==> config.mk <==
export PLATFORM = sky130hd
export DESIGN_NAME = err_escalate
export DESIGN_NICKNAME = d
export VERILOG_FILES = /design/src/rtl/err_escalate.sv
export SDC_FILE = /design/constraint.sdc
export NUM_CORES = 1
export LEC_CHECK = 0
export BUFFER_PORTS_ARGS = -buffer_cell sky130_fd_sc_hd__buf_4
export CORE_MARGIN = 1
export CORE_UTILIZATION = 48
export DETAILED_ROUTE_END_ITERATION = 10
export HOLD_SLACK_MARGIN = 0.03
export PLACE_DENSITY = 0.82
export SYNTH_ARGS = -nofsm -noshare
export SYNTH_HDL_FRONTEND = slang
export SYNTH_SLANG_ARGS = --single-unit
==> constraint.sdc <==
create_clock -name clk -period 3.1 [get_ports clk]
set_input_delay 0.62 -clock clk [delete_from_list [all_inputs] [get_ports clk]]
set_output_delay 0.62 -clock clk [all_outputs]
set_load 0.05 [all_outputs]
==> src/rtl/err_escalate.sv <==
module err_escalate #(
  parameter int CNT_W  = 3,
  parameter int HOLD_W = 8
) (
  input  logic              clk,
  input  logic              rst_n,
  input  logic [2:0]        mem_sbe,
  input  logic              cpu_mismatch,
  input  logic              cpu_wdog,
  input  logic              ocm_dbe,
  input  logic [1:0]        bus_err,
  input  logic              cfg_fail,
  input  logic              busmem_dbe,
  input  logic              dram_dbe,
  input  logic              reconf_ack,
  input  logic              clr_counts,
  input  logic [HOLD_W-1:0] holdoff,
  output logic              cpu_irq,
  output logic              cpu_rst,
  output logic              sys_rst,
  output logic              reconf_req,
  output logic [CNT_W-1:0]  cpu_rst_cnt,
  output logic [CNT_W-1:0]  sys_rst_cnt
);

  localparam logic [CNT_W-1:0] CNT_FULL = '1;

  typedef enum logic [2:0] {LV_NONE, LV_IRQ, LV_CPU, LV_SYS, LV_CFG} lvl_t;
  typedef enum logic [1:0] {ST_MON, ST_HOLD, ST_RECONF} st_t;

  st_t              st;
  lvl_t             hold_lvl;
  logic [HOLD_W-1:0] hold_cnt;
  lvl_t             raw, esc, act, take;

  wire cpu_full = (cpu_rst_cnt == CNT_FULL);
  wire sys_full = (sys_rst_cnt == CNT_FULL);

  always_comb begin
    if (cfg_fail | busmem_dbe | dram_dbe)             raw = LV_CFG;
    else if (|bus_err)                                raw = LV_SYS;
    else if (cpu_mismatch | cpu_wdog | ocm_dbe)       raw = LV_CPU;
    else if (|mem_sbe)                                raw = LV_IRQ;
    else                                              raw = LV_NONE;

    esc = raw;
    if (raw == LV_CPU && cpu_full) esc = LV_SYS;
    act = esc;
    if (esc == LV_SYS && sys_full) act = LV_CFG;

    take = act;
    if (st == ST_RECONF)                          take = LV_NONE;
    else if (st == ST_HOLD && act <= hold_lvl)    take = LV_NONE;
  end

  always_ff @(posedge clk or negedge rst_n) begin
    if (!rst_n) begin
      st          <= ST_MON;
      hold_lvl    <= LV_NONE;
      hold_cnt    <= '0;
      cpu_irq     <= 1'b0;
      cpu_rst     <= 1'b0;
      sys_rst     <= 1'b0;
      reconf_req  <= 1'b0;
      cpu_rst_cnt <= '0;
      sys_rst_cnt <= '0;
    end else begin
      cpu_irq <= (take == LV_IRQ);
      cpu_rst <= (take == LV_CPU);
      sys_rst <= (take == LV_SYS);

      if (clr_counts || take == LV_CFG) begin
        cpu_rst_cnt <= '0;
        sys_rst_cnt <= '0;
      end else begin
        if (take == LV_CPU) cpu_rst_cnt <= cpu_rst_cnt + 1'b1;
        if (take == LV_SYS) sys_rst_cnt <= sys_rst_cnt + 1'b1;
      end

      if (st == ST_RECONF) begin
        if (reconf_ack) begin
          reconf_req <= 1'b0;
          st         <= ST_MON;
        end
      end else if (take == LV_CFG) begin
        reconf_req <= 1'b1;
        hold_cnt   <= '0;
        st         <= ST_RECONF;
      end else if (take == LV_CPU || take == LV_SYS) begin
        hold_lvl <= take;
        hold_cnt <= holdoff;
        if (holdoff != '0) st <= ST_HOLD;
        else               st <= ST_MON;
      end else if (st == ST_HOLD) begin
        hold_cnt <= hold_cnt - 1'b1;
        if (hold_cnt == 1) st <= ST_MON;
      end
    end
  end

endmodule

==> results.cfg, run 1 <==
[status]
outcome = finished, violations left
violations = design-rule violations

[power_and_ir_drop]
p_per_area_nw_per_um2 = 584
ir_worst_vdd_mv = 0.506
p_leak_nw = 0.898

[timing]
period_share_pct = 94.7
hold_slack_ns = 0.168
fmax_mhz = 340
fin_crit_ns = 2.94
worst_slew_pin_slew_ns = 0.584
slew_headroom_pct = 60.6
rsz0062_at_grt = false
hold_viol = 0
setup_tns_ns = 0
clock_skew_ns = 0.00396
slew_violations = 0
setup_viol = 0

[detailed_routing]
dr.pass1.iters = 7
routedWlPerCell_um = 15.3
ant_nets = 0
vias_per_cell = 5.93
first_iter_violations = 44
num_vias = 1317
post-route-drc-count = 4
routed_wl_um = 3390

[floorplan]
die_area_um2 = 3220
chipWidth_um = 56.8
core_area_um2 = 2810
start_util_pct = 51.3
ios = 33
placementRows = 19
die_h_um = 56.8

[global_route]
antenna_found_initial = 0
grt_usage_pct = 22.8
grt-ovfl-total = 0
grt_pass1_vias = 1300
grt_pass1_wl_um = 5720
grt_max_degree = 24

[setup_path]
r2r_slack_ns = 0.16
critPathKind = flip-flop to flip-flop
critPathRequiredTime_ns = 3.36
critPathCaptureType = flip-flop
endpoint = hold_cnt[3]
path_common_cell = ha_4
cp-startpoint = cpu_rst_cnt[0]
reg2reg_depth = 10
path_max_fanout = 13
slowest_stage = dfrtp_2
reg2reg_from = cpu_rst_cnt[0]
worstPathArrival_ns = 3.20
worstPathCellList = ha_4, ha_4, or3_4, a221oi_4, ha_1, nor2b_4, o41a_1, and3_4, nor4_2, a311o_1
max_stage_delay_ns = 0.46
rr_endpoint = hold_cnt[3]
start_kind = flip-flop

[finish]
final_nets = 226
drive_above_1_share_pct = 28.8
nFillCells = 230
layout_commonest_cell = buf_4
syn2layout_area_growth_pct = 26.4
most-common-layout-cells = buf_4 (38), dfrtp_1 (21), nand2_1 (13), inv_1 (11), nor2_1 (11)
diodes = 0

[hold_path]
min_path_type = input port to async pin

[synth]
synth_cells = 151
ys_seq_area_share_pct = 40.0
synth_cell_types = 41
async_reset_ff_share_pct = 100
ys_seq_elements = 23
yosys_warnings = 0
synth_nets = 185
synth_edf_count = 0
ys.flop_type = dfrtp_1
syn_area_um2 = 1440
postSynthAreaPerCell_um2 = 9.53

[clocking]
clockRootBuffer = clkbuf_4
clk_pin_slew_ns = 0.14
cts.sinks = 23
htreeDepth = 1
cts_tree = built
numCtsBuffers = 3
clk_latency_ns = 0.31
max-clock-path-buffers = 2

[job]
max_cap_violations = 0

[placed_design]
hpwl_um = 2700
io_buffers = 32
gp_congestion = 0.924
[synth_stat cells (2+ instances only)]
library cell / number / area share, %
or3_1: 3 / 1.3
a21o_1: 4 / 2.1
nor4_1: 4 / 1.7
nand2_1: 13 / 3.4
and3_1: 3 / 1.3
nor3_1: 7 / 2.4
nor2b_1: 3 / 1.3
nand3_1: 9 / 3.1
a221o_1: 2 / 1.4
ha_1: 11 / 9.6
nor2_1: 11 / 2.9
a311o_1: 2 / 1.4
mux2i_1: 3 / 2.1
and2_1: 2 / 0.87
o21ai_0: 6 / 2.1
xor2_1: 3 / 1.8
dfrtp_1: 23 / 40
inv_1: 11 / 2.9
o31ai_1: 2 / 1.0
nand2b_1: 2 / 0.87
a21oi_1: 7 / 2.4
[cell families (layout without fill, tap and decap cells)]
group                      count (synthesis)  after routing  share of synthesized area [%]
adders and majority gates                 11             11                           9.57
muxes                                      3              3                           2.09
buffers and inverters                     13             53                           3.91
DFF                                       23             23                           40.0
xor gates and xnor gates                   3              3                           1.83
AOI/OAI and AO/OA                         32             32                           17.3
and+or+nand+nor                           66             66                           25.3
[final cells by class]
type                       instances  area (um^2)  share of cell area [%]
tap                               31         38.8                    2.13
multi-input combinational        115          848                    46.6
clock inverter                     1         5.00                   0.275
inverter                          11         41.3                    2.27
timing repair buffer              38          285                    15.7
sequential                        23          578                    31.8
clock buffer                       3         22.5                    1.24
[where the power goes]
group / internal (mW) / leakage, nW / switching, mW
logic: 0.213 / 0.582 / 0.297
registers: 0.356 / 0.298 / 0.0514
clock network: 0.0482 / 0.0177 / 0.0960
total: 0.618 / 0.898 / 0.444
[worst max-delay path: cells and delay by family (launching register included)]
family / cells / cell delay, ns
fa+ha+maj: 3 / 0.61
compound gates: 3 / 0.80
simple gates: 4 / 1.01
flops: 1 / 0.46
[flip-flops by register name, summed over array words and instances (netlist names)]
name	count
cpu_irq	1
cpu_rst	1
cpu_rst_cnt	3
hold_cnt	8
hold_lvl	3
reconf_req	1
st	2
sys_rst	1
sys_rst_cnt	3
[repair_timing]
item                                    4_1_cts  5_1_grt
endpoints found under the setup margin        0        7
setup buffers                                 0        0
gates resized for setup                       0        3
hold buffers                                  0        0
[through the flow]
stage | setup slack (ns) | std cells | power [mW] | area [um^2] | util, %
after floorplan | -0.0860 | 151 | 0.758 | 1480 | -
after global placement | 0.114 | 218 | 0.887 | 1780 | 63.6
after detailed placement | -0.00657 | 218 | 0.907 | 1780 | 63.6
after global routing | 0.0456 | 222 | 1.13 | 1820 | 64.9
final | 0.163 | 222 | 1.06 | 1820 | 64.9
after CTS | 0.0122 | 222 | 1.05 | 1810 | 64.5
[metal layers]
metal  global-route usage [%]  up-vias  wire, um
li1                         -      629         -
met1                     30.8      637      1490
met2                     36.9       42      1640
met3                     3.00        9       196
met4                     9.06        0        64
met5                        0        -         0
[worst min-delay path by stage]
stage	cells past startpoint	endpoint	slack, ns
floorplan	0	cpu_irq	0.32
global placement	2	hold_lvl[1]	0.44
detailed placement	2	hold_lvl[1]	0.44
CTS	1	hold_cnt[5]	0.17
global route	1	hold_cnt[5]	0.18
finish	1	hold_cnt[5]	0.17
Note: power is estimated with default switching activity, not from simulation.
==> inputs of run 2 (changes only) <==
Settings changed: PLACE_DENSITY 0.82 to 0.75.
==> run 2 against run 1 <==
The flow now finishes without violations. Sequential share of layout area is 0.17 points lower. Final cell count is 0.45% higher. Maximum frequency is 0.92% lower. Clock power hardly changed. Clock skew is 0.0034 ns higher. Die area stayed put. First-iteration DRC count is 23% higher. Global-route usage is 0.35 points higher. Register-to-register slack worse by 0.03 ns.
==> results.cfg, run 2 (synthesis results as in run 1) <==
[power_and_ir_drop]
p_leak_nw = 0.900
p_int_uw = 620
power_mw = 1.07
pwr-share-comb_pct = 48.7
p_clk_share_pct = 13.5
ir_worst_vdd_mv = 0.433
p_per_area_nw_per_um2 = 586
pwr-share-seq_pct = 37.9
power.switching_uw = 452
p_sw_share_pct = 42.1

[finish]
layout_commonest_cell = buf_4
final_nets = 227
nFillCells = 242
largest_register = hold_cnt
syn2layout_area_growth_pct = 27.1
final_cell_area_um2 = 1830
most-common-layout-cells = buf_4 (39), dfrtp_1 (21), nand2_1 (13), inv_1 (11), nor2_1 (11)
diodes = 0
drive_above_1_share_pct = 29.2
largest_register_ffs = 8

[global_route]
grt_usage_pct = 23.1
antenna_found_initial = 0
grt_max_degree = 24
grt_pass1_wl_um = 5670
grt-ovfl-total = 0
grt_pass1_vias = 1265

[timing]
period_share_pct = 95.6
slew_violations = 0
setup_viol = 0
hold_viol = 0
worst_slew_pin_slew_ns = 0.631
fmax_mhz = 337
fin_ws_ns = 0.136
clock_skew_ns = 0.00738
rsz0062_at_grt = false
hold_slack_ns = 0.161
slew_headroom_pct = 57.6
fin_crit_ns = 2.96

[detailed_routing]
routed_wl_um = 3470
first_iter_violations = 54
dr.pass1.iters = 5
vias_per_cell = 5.92
ant_nets = 0
routedWlPerCell_um = 15.6
num_vias = 1320
post-route-drc-count = 0

[placed_design]
hpwl_um = 2780
gp_congestion = 0.952
placement.cell_area_um2 = 1780
dp_slack_ns = 0.0784
io_buffers = 32

[clocking]
clockRootBuffer = clkbuf_4
cts.sinks = 23
max-clock-path-buffers = 2
ctsHoldBuffers = 0
numCtsBuffers = 3
cts_tree = built
htreeDepth = 1
clk_latency_ns = 0.32
clk_pin_slew_ns = 0.13

[floorplan]
die_area_um2 = 3220
start_util_pct = 51.3
ios = 33
chipWidth_um = 56.8
die_h_um = 56.8
placementRows = 19
core_area_um2 = 2810

[hold_path]
min_path_type = input port to async pin

[setup_path]
critPathKind = flip-flop to flip-flop
critPathCaptureType = flip-flop
path_max_fanout = 12
worstPathArrival_ns = 3.19
critPathRequiredTime_ns = 3.32
start_kind = flip-flop

[status]
outcome = completed

[job]
max_cap_violations = 0
-- run 2: cell count changes in the layout (fill, tap and decap cells not counted) --
cell | previous run | this run
buf_4 | 38 | 39
clkinv_2 | 1 | 0
clkinvlp_4 | 0 | 1
-- run 2: path summary, 6_finish.rpt --
kind | from | endpoint | slack, ns | cells after the start
worst max-delay path | cpu_rst_cnt[0] | hold_cnt[2] | 0.14 | 9
worst min-delay path | rst_n | hold_cnt[4] | 0.16 | 1
worst max register to register | cpu_rst_cnt[0] | hold_cnt[2] | 0.14 | 9
worst min register to register | hold_lvl[1] | hold_lvl[1] | 0.49 | 2
max in group asynchronous | rst_n | cpu_rst_cnt[1] | 2.69 | 1
min in group clk | hold_lvl[1] | hold_lvl[1] | 0.49 | 2
-- run 2: power by group through the flow --
| stage | logic (mW) | registers [mW] | clock network (mW) |
|---|---|---|---|
| detailed placement | 0.503 | 0.410 | 0 |
| CTS | 0.510 | 0.405 | 0.147 |
| global route | 0.576 | 0.412 | 0.166 |
| floorplan | 0.334 | 0.425 | 0 |
| global placement | 0.482 | 0.407 | 0 |
| finish | 0.522 | 0.406 | 0.144 |
-- run 2: metal layers --
| layer | track usage [%] | wire, um | vias to the layer above | share of wire [%] |
|---|---|---|---|---|
| met5 | 0 | 0 | - | 0 |
| met3 | 5.30 | 201 | 7 | 5.8 |
| met2 | 37.1 | 1630 | 40 | 47 |
| li1 | - | - | 635 | - |
| met4 | 9.41 | 50 | 0 | 1.4 |
| met1 | 30.0 | 1600 | 638 | 46 |
-- run 2: layout make-up --
class | count | area [um^2] | area share, %
multi-input cells | 115 | 848 | 46.4
flip-flops and latches | 23 | 578 | 31.6
repair buffers | 39 | 293 | 16.0
inverters | 11 | 41.3 | 2.26
well taps | 31 | 38.8 | 2.12
clock buffers | 3 | 22.5 | 1.23
clock inverters | 1 | 7.51 | 0.410
-- run 2: timing repair --
action	4_1_cts	5_1_grt
gates resized for setup	0	3
setup buffers	0	1
setup endpoints to repair	0	7
-- run 2: metrics by stage --
| step | cells | TNS (ns) | util (%) |
|---|---|---|---|
| global route | 223 | 0 | 65.2 |
| floorplan | 151 | -0.546 | - |
| finish | 223 | 0 | 65.2 |
| global placement | 218 | 0 | 63.6 |
| detailed placement | 218 | 0 | 63.6 |
| CTS | 222 | 0 | 64.6 |
-- run 2: critical path, cell delays in order, from the launching register on --
cell and delay [ns]:
dfrtp_2 0.46, ha_4 0.17, ha_4 0.16, or3_4 0.35, a221oi_4 0.27, ha_1 0.28, nor2b_4 0.14, o41a_1 0.43
and3_4 0.25, a311o_1 0.36
==> inputs of run 3 (changes only) <==
Settings changed: ABC_AREA from default to 1, CORE_UTILIZATION 48 to 49, RECOVER_POWER from default to 50.
==> run 3 against run 2 <==
Clock power hardly changed. Routed wire length is 8.4% lower. Clock-buffer cell count is 1 higher. Synthesized area is 15% higher. Maximum frequency is 6.5% higher. First-iteration DRC count is 31% lower. Hold slack better by 0.32 ns. Critical path depth is 15 higher. Power is 25% higher. Via count is 5.5% higher. Sequential cell count stayed put. Largest power group unchanged. Highest routed layer unchanged.
==> results.cfg, run 3 <==
[timing]
clock_skew_ns = 0.00132
setup_tns_ns = 0
setup_viol = 0
fmax_mhz = 359
slew_headroom_pct = 18.5
rsz0062_at_grt = false
period_share_pct = 89.7
hold_viol = 0
fin_crit_ns = 2.78
slew_violations = 0
hold_slack_ns = 0.484
worst_slew_pin_slew_ns = 1.22

[setup_path]
path_max_fanout = 10
start_kind = flip-flop
reg2reg_depth = 24
r2r_slack_ns = 0.32
max_stage_delay_ns = 0.43
rr_endpoint = hold_cnt[5]
worstPathArrival_ns = 3.05
crit_buf_inv = 4
worstPathCellList = ha_1, ha_1, inv_1, nand2_1, nand2_2, nand2_4, nand2_4, nand2_2, ha_1, nand2_1, inv_1, nand2_1, nand2_1, nand2_1, nand2_2, nand2_2, clkinv_2, nand3_4, buf_4, nand2_1, nand2_1, nor2_1, nand2_1, nand2_1
path_common_cell = nand2_1
critPathKind = flip-flop to flip-flop
slowest_stage = dfrtp_1
reg2reg_from = cpu_rst_cnt[0]
critPathRequiredTime_ns = 3.37
critPathCaptureType = flip-flop
critical-path-top-delay-family = simple AND/OR/NAND/NOR gates

[synth]
ys_seq_elements = 23
yosys_warnings = 0
synth_nets = 252
ys_top_cells_by_area = dfrtp_1 (35%), nand2_1 (18%), ha_1 (8.3%)
synth_edf_count = 0
synth_common_cells = nand2_1 (78), inv_1 (24), dfrtp_1 (23)
postSynthAreaPerCell_um2 = 7.60
async_reset_ff_share_pct = 100
yosysTopAreaCell = dfrtp_1
synth_top_area_share_pct = 34.7
ys.flop_type = dfrtp_1
synth_cell_types = 30
synth_most_common_cell = nand2_1
synth_cells = 218
ys_seq_area_share_pct = 34.7
syn_area_um2 = 1660

[global_route]
grt_pass1_vias = 1251
grt-ovfl-total = 0
grt_pass1_wl_um = 5360
antenna_found_initial = 0
grt_max_degree = 24
grt_usage_pct = 20.4

[finish]
largest_register = hold_cnt
layout_commonest_cell = nand2_1
drive_above_1_share_pct = 27.2
final_nets = 292
syn2layout_area_growth_pct = 18.4
largest_register_ffs = 8
most-common-layout-cells = nand2_1 (78), buf_4 (31), inv_1 (24), dfrtp_1 (23), nor2_1 (19)
nFillCells = 310
layoutNonFillerInstCount = 301
diodes = 0

[detailed_routing]
post-route-drc-count = 0
dr.pass1.iters = 4
vias_per_cell = 4.63
ant_nets = 0
routed_wl_um = 3180
routedWlPerCell_um = 10.6
num_vias = 1393
first_iter_violations = 37

[floorplan]
ios = 33
die_h_um = 60.2
chipWidth_um = 60.2
core_area_um2 = 3130
start_util_pct = 53.0
die_area_um2 = 3620
placementRows = 20

[power_and_ir_drop]
p_sw_share_pct = 46.7
pwr-share-comb_pct = 55.5
p_clk_share_pct = 10.5
pwr-share-seq_pct = 34.0
power.switching_uw = 625
p_per_area_nw_per_um2 = 683
power_mw = 1.34
p_int_uw = 715
ir_worst_vdd_mv = 0.288
p_leak_nw = 1.11

[placed_design]
gp_congestion = 0.821
hpwl_um = 2490
io_buffers = 32
place_inst = 295

[hold_path]
min_to = hold_lvl[1]
min_path_type = flip-flop to flip-flop
hold_start = hold_lvl[1]
holdPathStages = 2

[clocking]
htreeDepth = 1
cts_tree = built
clk_latency_ns = 0.32
cts-resized-gates = 0
cts.sinks = 23
clockRootBuffer = clkbuf_4
max-clock-path-buffers = 2
clk_pin_slew_ns = 0.12
numCtsBuffers = 3

[status]
outcome = completed

[job]
max_cap_violations = 0
[run 3: cell types whose count changed after synthesis, sizes merged, moves of 4 or more]
cell,change
a21oi,-6
and3,-4
inv,+18
nand2,+78
nand4,+4
nor2,+19
nor3,-6
nor4,-4
o21ai,-6
or3,-4
[run 3: tightest hold or removal path: stages, from the launching register on]
cell	delay, ns
dfrtp_1	0.35
inv_1	0.05
nand2_1	0.06
[run 3: routing by layer]
metal	part of all wire [%]	GRT usage [%]	wire [um]	vias up
met1	49	26.0	1570	623
met3	2.9	3.46	93	7
met4	2.5	11.0	78	0
met5	0	0	0	-
li1	-	-	-	743
met2	45	32.7	1440	20
[run 3: what timing repair did]
| action | CTS | global route |
|---|---|---|
| hold endpoints to repair | 0 | 0 |
| buffers inserted | 0 | 2 |
| setup endpoints to repair | 0 | 4 |
| hold buffers | 0 | 0 |
[run 3: how the worst max path moves through the flow]
stage	start	to	slack, ns	cells after the start
floorplan	cpu_rst_cnt[0]	hold_cnt[7]	0.30	24
global placement	dram_dbe	hold_cnt[4]	0.23	23
detailed placement	dram_dbe	hold_cnt[4]	0.20	23
CTS	cpu_rst_cnt[0]	hold_cnt[4]	0.28	24
global route	cpu_rst_cnt[0]	cpu_rst_cnt[2]	0.03	23
finish	cpu_rst_cnt[0]	hold_cnt[5]	0.32	24
[run 3: cell families (layout without fill, tap and decap cells)]
group / count (synthesis) / count (layout) / synth area share (%)
adders and majority gates: 11 / 11 / 8.30
and+or+nand+nor: 140 / 140 / 41.9
buffers and inverters: 33 / 72 / 8.98
DFF: 23 / 23 / 34.7
AOI/OAI and AO/OA: 5 / 5 / 2.94
xor gates and xnor gates: 6 / 6 / 3.17
[run 3: power groups by stage]
stage	sequential [mW]	clock [mW]	combinational, mW
after global placement	0.458	0	0.744
after floorplan	0.473	0	0.586
after CTS	0.454	0.150	0.752
after global routing	0.466	0.158	0.848
final	0.455	0.141	0.744
after detailed placement	0.460	0	0.749
[run 3: area by class of cell]
cell class | instances | area [um^2] | share of cell area, %
multi-input cells | 162 | 933 | 47.5
flip-flops and latches | 23 | 576 | 29.3
repair buffers | 37 | 255 | 13.0
inverters | 31 | 118 | 5.99
well taps | 44 | 55.1 | 2.80
clock buffers | 4 | 26.3 | 1.34
[run 3: through the flow]
step	area (um^2)	util, %	setup WS (ns)
after floorplan	1660	-	0.295
after global placement	1940	62.2	0.232
after detailed placement	1940	62.2	0.202
after CTS	1970	63.0	0.275
after global routing	1960	62.8	0.0325
final	1960	62.8	0.318
